$ cat src/rtl/nn_train_pkg.sv
package nn_train_pkg;

  typedef enum logic [1:0] {
    CTL_INIT  = 2'd0,
    CTL_IDLE  = 2'd1,
    CTL_TRAIN = 2'd2,
    CTL_RUN   = 2'd3
  } ctl_state_t;

  // One Galois step: shift right, fold the mask in when a one falls out.
  function automatic logic [15:0] lfsr_next(input logic [15:0] s, input logic [15:0] mask);
    return {1'b0, s[15:1]} ^ (s[0] ? mask : 16'h0000);
  endfunction

  // Read the state as Q0.15 and halve it into Q1.14, so the value stays in [-1, 1).
  function automatic logic [15:0] lfsr_to_q114(input logic [15:0] s);
    return {s[15], s[15:1]};
  endfunction

endpackage

$ cat src/rtl/nn_lfsr_gen.sv
module nn_lfsr_gen
  import nn_train_pkg::*;
#(
  parameter logic [15:0] SEED = 16'hACE1,
  parameter logic [15:0] MASK = 16'hB400
) (
  input  logic        clk,
  input  logic        rst,
  input  logic        step,
  output logic [15:0] weight
);

  logic [15:0] lfsr_q;

  always_ff @(posedge clk or posedge rst) begin
    if (rst)       lfsr_q <= SEED;
    else if (step) lfsr_q <= lfsr_next(lfsr_q, MASK);
  end

  assign weight = lfsr_to_q114(lfsr_q);

  // a maximal-length register never falls into the all-zero lock state
  assert_lfsr_nonzero_R3: assert property (@(posedge clk) disable iff (rst)
    lfsr_q != 16'h0000);

endmodule

$ cat src/rtl/nn_epoch_acc.sv
module nn_epoch_acc #(
  parameter int ERR_W = 24
) (
  input  logic             clk,
  input  logic             rst,
  input  logic             clr,
  input  logic             add_en,
  input  logic [ERR_W-1:0] add_val,
  output logic [ERR_W-1:0] acc_q,
  output logic [ERR_W-1:0] sum_now
);

  function automatic logic [ERR_W-1:0] sat_add(input logic [ERR_W-1:0] a, input logic [ERR_W-1:0] b);
    logic [ERR_W:0] t;
    t = {1'b0, a} + {1'b0, b};
    return t[ERR_W] ? {ERR_W{1'b1}} : t[ERR_W-1:0];
  endfunction

  assign sum_now = sat_add(acc_q, add_val);

  always_ff @(posedge clk or posedge rst) begin
    if (rst)         acc_q <= '0;
    else if (clr)    acc_q <= '0;
    else if (add_en) acc_q <= sum_now;
  end

  // between clears the sum only grows; it never wraps
  assert_acc_monotone_R11: assert property (@(posedge clk) disable iff (rst)
    !$past(clr) |-> acc_q >= $past(acc_q));

endmodule

$ cat src/rtl/nn_train_seq.sv
module nn_train_seq
  import nn_train_pkg::*;
#(
  parameter int          N_WEIGHTS  = 32,
  parameter int          MAX_EPOCHS = 8,
  parameter int          ERR_W      = 24,
  parameter logic [15:0] SEED       = 16'hACE1
) (
  input  logic                              clk,
  input  logic                              rst,
  input  logic                              mode_train,
  input  logic                              start,
  input  logic [ERR_W-1:0]                  err_limit,
  input  logic                              pat_err_valid,
  input  logic [ERR_W-1:0]                  pat_err,
  input  logic                              pat_last,
  output logic                              w_we,
  output logic [$clog2(N_WEIGHTS)-1:0]      w_addr,
  output logic [15:0]                       w_data,
  output logic                              init_busy,
  output logic                              idle_flag,
  output logic                              train_busy,
  output logic                              run_busy,
  output logic                              converged,
  output logic                              not_converged,
  output logic [$clog2(MAX_EPOCHS+1)-1:0]   epoch_count,
  output logic [ERR_W-1:0]                  last_err
);

  localparam int AW  = $clog2(N_WEIGHTS);
  localparam int EPW = $clog2(MAX_EPOCHS+1);
  localparam logic [AW-1:0]  LAST_ADDR  = AW'(N_WEIGHTS-1);
  localparam logic [EPW-1:0] LAST_EPOCH = EPW'(MAX_EPOCHS-1);

  ctl_state_t        state_q, state_d;
  logic [AW-1:0]     addr_q;
  logic [EPW-1:0]    epoch_q;
  logic [ERR_W-1:0]  last_err_q;
  logic              conv_q, nconv_q;

  // Named internal events
  logic in_init, in_idle, in_train, in_run;
  logic init_done, go_train, go_run;
  logic epoch_end, epoch_hit, epoch_cap, run_end;
  logic acc_clr, acc_add;
  logic [ERR_W-1:0] acc_q, epoch_total;

  assign in_init  = (state_q == CTL_INIT);
  assign in_idle  = (state_q == CTL_IDLE);
  assign in_train = (state_q == CTL_TRAIN);
  assign in_run   = (state_q == CTL_RUN);

  assign init_done = in_init && (addr_q == LAST_ADDR);
  assign go_train  = in_idle && start && mode_train;
  assign go_run    = in_idle && start && !mode_train;
  assign epoch_end = in_train && pat_err_valid && pat_last;
  assign epoch_hit = epoch_end && (epoch_total < err_limit);
  assign epoch_cap = epoch_end && !epoch_hit && (epoch_q == LAST_EPOCH);
  assign run_end   = in_run && pat_err_valid && pat_last;

  assign acc_clr = go_train || epoch_end;
  assign acc_add = in_train && pat_err_valid && !pat_last;

  nn_lfsr_gen #(.SEED(SEED), .MASK(16'hB400)) u_lfsr (
    .clk    (clk),
    .rst    (rst),
    .step   (in_init),
    .weight (w_data)
  );

  nn_epoch_acc #(.ERR_W(ERR_W)) u_acc (
    .clk     (clk),
    .rst     (rst),
    .clr     (acc_clr),
    .add_en  (acc_add),
    .add_val (pat_err),
    .acc_q   (acc_q),
    .sum_now (epoch_total)
  );

  always_comb begin
    state_d = state_q;
    unique case (state_q)
      CTL_INIT:  if (init_done) state_d = CTL_IDLE;
      CTL_IDLE:  begin
        if (go_train)    state_d = CTL_TRAIN;
        else if (go_run) state_d = CTL_RUN;
      end
      CTL_TRAIN: if (epoch_hit || epoch_cap) state_d = CTL_IDLE;
      CTL_RUN:   if (run_end) state_d = CTL_IDLE;
      default:   state_d = CTL_INIT;
    endcase
  end

  always_ff @(posedge clk or posedge rst) begin
    if (rst) begin
      state_q    <= CTL_INIT;
      addr_q     <= '0;
      epoch_q    <= '0;
      last_err_q <= '0;
      conv_q     <= 1'b0;
      nconv_q    <= 1'b0;
    end else begin
      state_q <= state_d;
      if (in_init) addr_q <= addr_q + 1'b1;
      if (go_train) begin
        epoch_q <= '0;
        conv_q  <= 1'b0;
        nconv_q <= 1'b0;
      end
      if (epoch_end) begin
        epoch_q    <= epoch_q + 1'b1;
        last_err_q <= epoch_total;
      end
      if (epoch_hit) conv_q  <= 1'b1;
      if (epoch_cap) nconv_q <= 1'b1;
    end
  end

  assign w_we          = in_init && !rst;
  assign w_addr        = addr_q;
  assign init_busy     = in_init;
  assign idle_flag     = in_idle;
  assign train_busy    = in_train;
  assign run_busy      = in_run;
  assign converged     = conv_q;
  assign not_converged = nconv_q;
  assign epoch_count   = epoch_q;
  assign last_err      = last_err_q;

  // exactly one activity flag
  assert_one_activity_R10: assert property (@(posedge clk) disable iff (rst)
    $onehot({init_busy, idle_flag, train_busy, run_busy}));

  // initial weights keep bits 15 and 14 equal, so they lie in [-1, 1)
  assert_weight_range_R3: assert property (@(posedge clk) disable iff (rst)
    w_we |-> (w_data[15] == w_data[14]));

  // back-to-back writes step the address by one
  assert_addr_step_R2: assert property (@(posedge clk) disable iff (rst)
    (w_we && $past(w_we)) |-> (w_addr == $past(w_addr) + 1'b1));

  // leaving initialization always lands in idle
  assert_init_to_idle_R4: assert property (@(posedge clk) disable iff (rst)
    $fell(init_busy) |-> idle_flag);

  // the epoch counter never passes its limit
  assert_epoch_cap_R8: assert property (@(posedge clk) disable iff (rst)
    epoch_count <= EPW'(MAX_EPOCHS));

  // verdicts are mutually exclusive
  assert_verdict_excl_R7: assert property (@(posedge clk) disable iff (rst)
    !(converged && not_converged));

  // a run cycle never alters the stored epoch error
  assert_run_keeps_err_R9: assert property (@(posedge clk) disable iff (rst)
    $past(run_busy) |-> (last_err == $past(last_err)));

endmodule

$ cat config.mk
export PLATFORM = sky130hd
export DESIGN_NAME = nn_train_seq
export DESIGN_NICKNAME = d
export VERILOG_FILES = /design/src/rtl/nn_train_pkg.sv /design/src/rtl/nn_lfsr_gen.sv /design/src/rtl/nn_epoch_acc.sv /design/src/rtl/nn_train_seq.sv
export SDC_FILE = /design/constraint.sdc
export NUM_CORES = 1
export LEC_CHECK = 0
export CORE_AREA = 2 2 92 94
export CTS_CLUSTER_SIZE = 8
export DETAILED_ROUTE_END_ITERATION = 7
export DIE_AREA = 0 0 94 96
export DONT_BUFFER_PORTS = 1
export PLACE_DENSITY = 0.87
export SYNTH_ARGS = -nofsm -noshare
export SYNTH_HDL_FRONTEND = slang
export SYNTH_SLANG_ARGS = --single-unit
export TNS_END_PERCENT = 50
$ cat constraint.sdc
create_clock -name clk -period 6.55 [get_ports clk]
set_clock_uncertainty 0.05 [all_clocks]
set_input_delay 0.655 -clock clk [delete_from_list [all_inputs] [get_ports clk]]
set_output_delay 0.655 -clock clk [all_outputs]
set_load 0.005 [all_outputs]
==> results of run 1 <==
## sequential cells by signal, indices dropped and copies added (netlist names)
| signal | flops |
|---|---|
| w_addr | 5 |
| u_acc.acc_q | 24 |
| u_lfsr.lfsr_q | 16 |
| last_err | 24 |
| epoch_count | 4 |
| converged | 1 |
| not_converged | 1 |
| state_q | 2 |
## through the flow
step           instance area, sq um  util [%]
2_1_floorplan                  5100         -
3_3_place_gp                   5050      62.8
3_5_place_dp                   5050      62.8
4_1_cts                        5240      65.1
5_1_grt                        5240      65.1
6_report                       5240      65.1
## worst register-to-register path, delay by kind of cell (launching register included)
| kind | cells | cell delay (ns) |
|---|---|---|
| compound gates | 6 | 1.28 |
| simple gates | 8 | 1.92 |
| flops | 1 | 0.38 |
| fa+ha+maj | 3 | 1.01 |
## cells in the final DEF (no fill, tap or decap), drive strengths merged, types with 4 or more instances in the layout
master	instances
nand4	5
dfrtp	69
inv	45
xor2	7
nor2	45
mux2	20
ha	50
a22o	11
and3	4
dfstp	8
xnor2	16
o21a	4
nor3	8
a211oi	5
nand3	19
a21oi	35
nor2b	6
and2	5
clkbuf	9
or3	4
nand2	63
a21o	10
o211ai	4
a31oi	11
o21ai	43
or2	6
## cell type report
| class | instances | area share [%] |
|---|---|---|
| timing repair buffer | 2 | 0.287 |
| inverter | 40 | 2.87 |
| clock buffer | 9 | 2.37 |
| multi-input combinational | 411 | 53.8 |
| sequential | 77 | 37.0 |
| tap | 105 | 2.51 |
| clock inverter | 7 | 1.17 |
## cell families (layout without fill, tap and decap cells)
| family | count (synthesis) | in the layout |
|---|---|---|
| simple gates | 173 | 173 |
| xor+xnor | 23 | 23 |
| buf+inv | 75 | 58 |
| fa+ha+maj | 51 | 51 |
| flops | 77 | 77 |
| compound gates | 142 | 142 |
| mux | 22 | 22 |
## where the power goes
group / switching, mW / total (mW) / internal, mW / leakage [nW]
registers: 0.163 / 0.836 / 0.673 / 0.956
logic: 0.730 / 1.24 / 0.507 / 1.49
clock network: 0.205 / 0.351 / 0.145 / 0.0892
total: 1.10 / 2.42 / 1.33 / 2.53
## metal layers
| metal | share of wire (%) | up-vias |
|---|---|---|
| met5 | 0 | - |
| met4 | 2.7 | 0 |
| met3 | 6.6 | 31 |
| met2 | 48 | 140 |
| met1 | 42 | 1942 |
| li1 | - | 1924 |
## worst paths after layout
kind / endpoint / slack [ns] / cells after the start
worst min register to register: u_acc.acc_q[0]$_DFFE_PP0P_ / 0.44 / 2
worst max-delay path: converged$_DFFE_PP0P_ / 1.80 / 17
min in group clk: state_q[1]$_DFFE_PP0P_ / 0.43 / 2
worst min-delay path: not_converged$_DFFE_PP0P_ / 0.41 / 2
worst max register to register: converged$_DFFE_PP0P_ / 1.80 / 17
max in group asynchronous: u_acc.acc_q[13]$_DFFE_PP0P_ / 5.43 / 2
==> run metrics, run 1 <==
run status completed; cell taking the most area after synthesis dfrtp_1; worst IR drop on VDD 0.000216 V; Post-layout nets 646; Compound-Gate Fraction of Synth Area 18.1%; via-per-instance ratio 6.20; mux contribution to synthesized area 4.81%; area share of the largest cell type after synthesis about a third; maximum level of the CTS H-tree 3; area growth from synthesis to layout 2.67%; share of cells above drive strength 1 11.2%; sequential cell area 1940 sq um; global-route wire length before repair 19200 um; simple-gate share of the synthesized area 15.7%; required time of the critical path 6.76 ns; number of standard cells after synthesis ~560; met1 routing resource usage after global routing 34.0%; global routing usage summed across all routing layers 27.6%; Reg clk slew, reported paths about 0.09 ns; Post-Synthesis Cell Area ~5100 sq um; cell with the most instances after synthesis dfrtp_1; Yosys reg bits 77; number of endpoints with negative hold slack in the final report 0; count of TritonRoute iterations in the first routing pass 4; Seq/Total Area, Yosys 38.0%; x dimension of the die 94 um; CP max stage cell and2_1; number of cells in the design after placement roughly 640; total routed wirelength 12200 um; clock tree from TritonCTS done; hold-fix buffer count after cts 0; number of warning messages in the yosys log 0; number of antenna repair diodes 0; largest net degree at the start of global routing 78; slowest stage delay, CP 0.65 ns; number of buffers on the longest clock path 2; fraction of registers with async set/reset 100%; floorplan die height 96 um; detailed-route via count 4037; fin cells around 650; Final Total Pwr 2.42 mW; XOR/XNOR Fraction of Synth Area 3.95%; synth unique cells 55; area of the placeable core 8050 sq um; Final period util approximately 72%; Routed Antenna Nets 0; commonest register cell after synthesis dfrtp_1; final setup violation count 0; main combinational cell family by area after synthesis compound AO/OA/AOI/OAI gates; number of synthesized flops with an enable pin 0; Commonest cells post-synth dfrtp_1 (69), nand2_1 (63), ha_1 (50); largest driver fanout on the critical path 20; 1st-iter DRT viols around 220; most congested layer reported by global routing met2; multi-input gate area in the final layout 2820 sq um; area of the die between 9000 and 10000 sq um; site row count 33; fin crit period roughly 4.7 ns; met2 usage 46.5%; pwr dens between 400 and 500 nW/um^2; startpoint of the worst-slack reg-to-reg timing path u_acc.acc_q[0]$_DFFE_PP0P_; initial core utilization 63.4%; per-cell routed wire length between 15 and 20 um; buffer type at the clock tree root clkbuf_8; Setup Crit Path Kind reg2reg; Worst Tran Pin Value 1.07 ns; worst path cell trace ha_1 -> fa_1 -> a211oi_1 -> or3_4 -> a211o_1 -> nand3_2 -> nand3_2 -> and2_1 -> o21ai_1 -> ha_1 -> nand3_1 -> nor3_1 -> nand4_1 -> o21a_1 -> o211a_1 -> and2_1 -> a22o_1; setup repair after global routing missed its margin false; Remaining Overflow, GRT 0; Post-Route Setup TNS 0 ns; worst path buffer plus inverter count 0; crit path launch type flop; Slew Limit Fails 0; number of buffers inserted during clock tree synthesis 9; total of buffers placed on input and output ports 0; family with the most delay on the worst path simple AND/OR/NAND/NOR gates; hold crit path type in2async; TritonCTS sink count 77; final weighted congestion of routability-driven global placement 0.961; static power due to leakage 2.53 nW; post-detail-place hpwl 9040 um; total nets after synthesis 668; worst relative slew slack 28.7%; final setup margin 1.80 ns; crit path DAT about 5.0 ns; top post-synthesis cells by area dfrtp_1 (34%), ha_1 (12%), nand2_1 (4.6%); number of antenna violations at the first check in global routing 0; arithmetic-cell share of the synthesized area counting full adders, half adders and majority gates 12.7%; met3 track demand over resource in global routing 6.81%; MaxCap Viol Count 0; final-layout worst hold slack 0.409 ns; Filler Cells Inserted 649; critical path capture point type flop; CTS resizes 0; DRC violation count after routing 0; number of top-level design ports 110; worst-skew pair later-pin latency between 0.3 and 0.4 ns; synthesized area per cell 9.06 sq um; Placement Setup Slack 1.58 ns; vias in the first global route just over 4000; Max Clock Freq 0.211 GHz; post-CTS setup buffer count 0; Worst Setup SP u_acc.acc_q[0]$_DFFE_PP0P_
No activity file was read; power rests on OpenSTA's default activity.
==> inputs of run 2 (changes only) <==
--- a/config.mk
+++ b/config.mk
@@ -5,12 +5,12 @@
 export SDC_FILE = /design/constraint.sdc
 export NUM_CORES = 1
 export LEC_CHECK = 0
-export CORE_AREA = 2 2 92 94
+export CORE_AREA = 2 2 93 95
 export CTS_CLUSTER_SIZE = 8
 export DETAILED_ROUTE_END_ITERATION = 7
-export DIE_AREA = 0 0 94 96
+export DIE_AREA = 0 0 95 97
 export DONT_BUFFER_PORTS = 1
-export PLACE_DENSITY = 0.87
+export PLACE_DENSITY = 0.85
 export SYNTH_ARGS = -nofsm -noshare
 export SYNTH_HDL_FRONTEND = slang
 export SYNTH_SLANG_ARGS = --single-unit
==> constraint.sdc (replaced) <==
create_clock -name clk -period 4.73 [get_ports clk]
set_clock_uncertainty 0.05 [all_clocks]
set_input_delay 0.473 -clock clk [delete_from_list [all_inputs] [get_ports clk]]
set_output_delay 0.473 -clock clk [all_outputs]
set_load 0.005 [all_outputs]
==> run metrics, run 2 (synthesis results as in run 1) <==
run status completed (unchanged); number of top-level design ports 110 (unchanged); Max Clock Freq 0.230 GHz (was 0.211 GHz); TritonCTS sink count 77 (unchanged); global routing usage summed across all routing layers 26.7% (was 27.6%); clock tree from TritonCTS done (unchanged); Final Total Pwr 3.38 mW (was 2.42 mW); static power due to leakage 2.55 nW (was 2.53 nW); number of endpoints with negative hold slack in the final report 0 (unchanged); most common cell after layout, fill and taps aside dfrtp_1 (unchanged); area growth from synthesis to layout 3.31% (was 2.67%); final setup margin 0.383 ns (was 1.80 ns); worst relative slew slack 29.3% (was 28.7%); share of cells above drive strength 1 11.7% (was 11.2%); 1st-iter DRT viols 182 (was 224); Post-layout nets 648 (was 646); final standard cell utilization of the core 64.8% (was 65.1%); fin cells 653 (was 651); DRC violation count after routing 0 (unchanged); worst path cell trace ha_1 -> fa_1 -> a211oi_1 -> or3_4 -> a211o_1 -> nand3_2 -> nand3_2 -> and2_1 -> buf_4 -> nand2_1 -> ha_1 -> nand4_1 -> nor4_1 -> nand4_1 -> o21a_1 -> o211a_1 -> and2_1 -> a22o_1 (was ha_1 -> fa_1 -> a211oi_1 -> or3_4 -> a211o_1 -> nand3_2 -> nand3_2 -> and2_1 -> o21ai_1 -> ha_1 -> nand3_1 -> nor3_1 -> nand4_1 -> o21a_1 -> o211a_1 -> and2_1 -> a22o_1); total routed wirelength 11700 um (was 12200 um); site row count 33 (unchanged); area of the die 9220 sq um (was 9020 sq um); crit path launch type flop (unchanged); per-cell routed wire length 17.9 um (was 18.8 um); family with the most delay on the worst path simple AND/OR/NAND/NOR gates (unchanged); number of cells in the design after placement 637 (was 635); post-CTS setup buffer count 0 (unchanged); number of buffers on the longest clock path 2 (unchanged); initial core utilization 62.7% (was 63.4%); Remaining Overflow, GRT 0 (unchanged); fin crit period 4.35 ns (was 4.75 ns); Final period util 91.9% (was 72.5%); buffer type at the clock tree root clkbuf_8 (unchanged); worst IR drop on VDD 0.000312 V (was 0.000216 V); area of the placeable core 8130 sq um (was 8050 sq um); reg2reg path depth 18 (was 17); post-route design area 5270 sq um (was 5240 sq um); largest driver fanout on the critical path 16 (was 20); floorplan die height 97 um (was 96 um); maximum level of the CTS H-tree 3 (unchanged); Setup Crit Path Kind reg2reg (unchanged); number of antenna violations at the first check in global routing 0 (unchanged); pwr dens 641 nW/um^2 (was 463 nW/um^2); setup repair after global routing missed its margin false (unchanged); vias in the first global route 3992 (was 4032); final weighted congestion of routability-driven global placement 0.975 (was 0.961); total of buffers placed on input and output ports 0 (unchanged); worst path buffer plus inverter count 1 (was 0); hold-fix buffer count after cts 0 (unchanged); most frequent cells in the layout dfrtp_1 (69), nand2_1 (63), ha_1 (50) (unchanged); Area after DPL 5070 sq um (was 5050 sq um); via-per-instance ratio 6.15 (was 6.20); Reg clk slew, reported paths 0.09 ns (about the same); Post-Route Setup TNS 0 ns (unchanged); global-route wire length before repair 19400 um (was 19200 um); CP max stage cell fa_1 (was and2_1); critical path capture point type flop (unchanged); count of TritonRoute iterations in the first routing pass 4 (unchanged); required time of the critical path 4.93 ns (was 6.76 ns); MaxCap Viol Count 0 (unchanged); post-detail-place hpwl 9100 um (was 9040 um); hold crit path type in2async (unchanged); Worst Tran Pin Value 1.06 ns (was 1.07 ns); detailed-route via count 4013 (was 4037); largest net degree at the start of global routing 46 (was 78); number of antenna repair diodes 0 (unchanged); final-layout worst hold slack 0.141 ns (was 0.409 ns); depth of the critical timing path with buffers and inverters included 18 (was 17); Routed Antenna Nets 0 (unchanged); final setup violation count 0 (unchanged); Slew Limit Fails 0 (unchanged); slowest stage delay, CP 0.44 ns (was 0.65 ns); number of buffers inserted during clock tree synthesis 9 (unchanged); crit path DAT 4.54 ns (was 4.96 ns); x dimension of the die 95 um (was 94 um); worst-skew pair later-pin latency 0.36 ns (was 0.37 ns); Placement Setup Slack 0.267 ns (was 1.58 ns)
## run 2: path summary, 6_finish.rpt
check                                                 from                    endpoint  slack (ns)
worst max-delay path            u_acc.acc_q[0]$_DFFE_PP0P_       converged$_DFFE_PP0P_        0.38
worst min-delay path                                   rst       w_addr[4]$_DFFE_PP0P_        0.14
worst max register to register  u_acc.acc_q[0]$_DFFE_PP0P_       converged$_DFFE_PP0P_        0.38
worst min register to register  u_acc.acc_q[3]$_DFFE_PP0P_  u_acc.acc_q[3]$_DFFE_PP0P_        0.44
max in group asynchronous                              rst  epoch_count[3]$_DFFE_PP0P_        3.51
min in group clk                                     start      state_q[1]$_DFFE_PP0P_        0.25
## run 2: cell type report
type                       instances  area (sq um)
sequential                        77          1940
multi-input combinational        411          2820
clock inverter                     7          73.8
clock buffer                       9           124
timing repair buffer               4          30.0
fill                             674          2860
tap                              105           131
inverter                          40           150
## run 2: report_power, final
part / internal [mW] / switching [mW]
clock: 0.209 / 0.290
combinational: 0.717 / 1.00
sequential: 0.932 / 0.230
## run 2: what timing repair did
action                                  in CTS  in global routing
endpoints found under the hold margin        0                  0
endpoints found under the setup margin       0                  3
resized for setup                            0                  1
## run 2: metal layers
metal  GRT usage, %  wire, um  up-vias
met2           43.3      5610      132
met1           34.8      5060     1925
met5              0         0        -
met3           7.40       843       17
met4           7.36       201        0
li1               -         -     1939
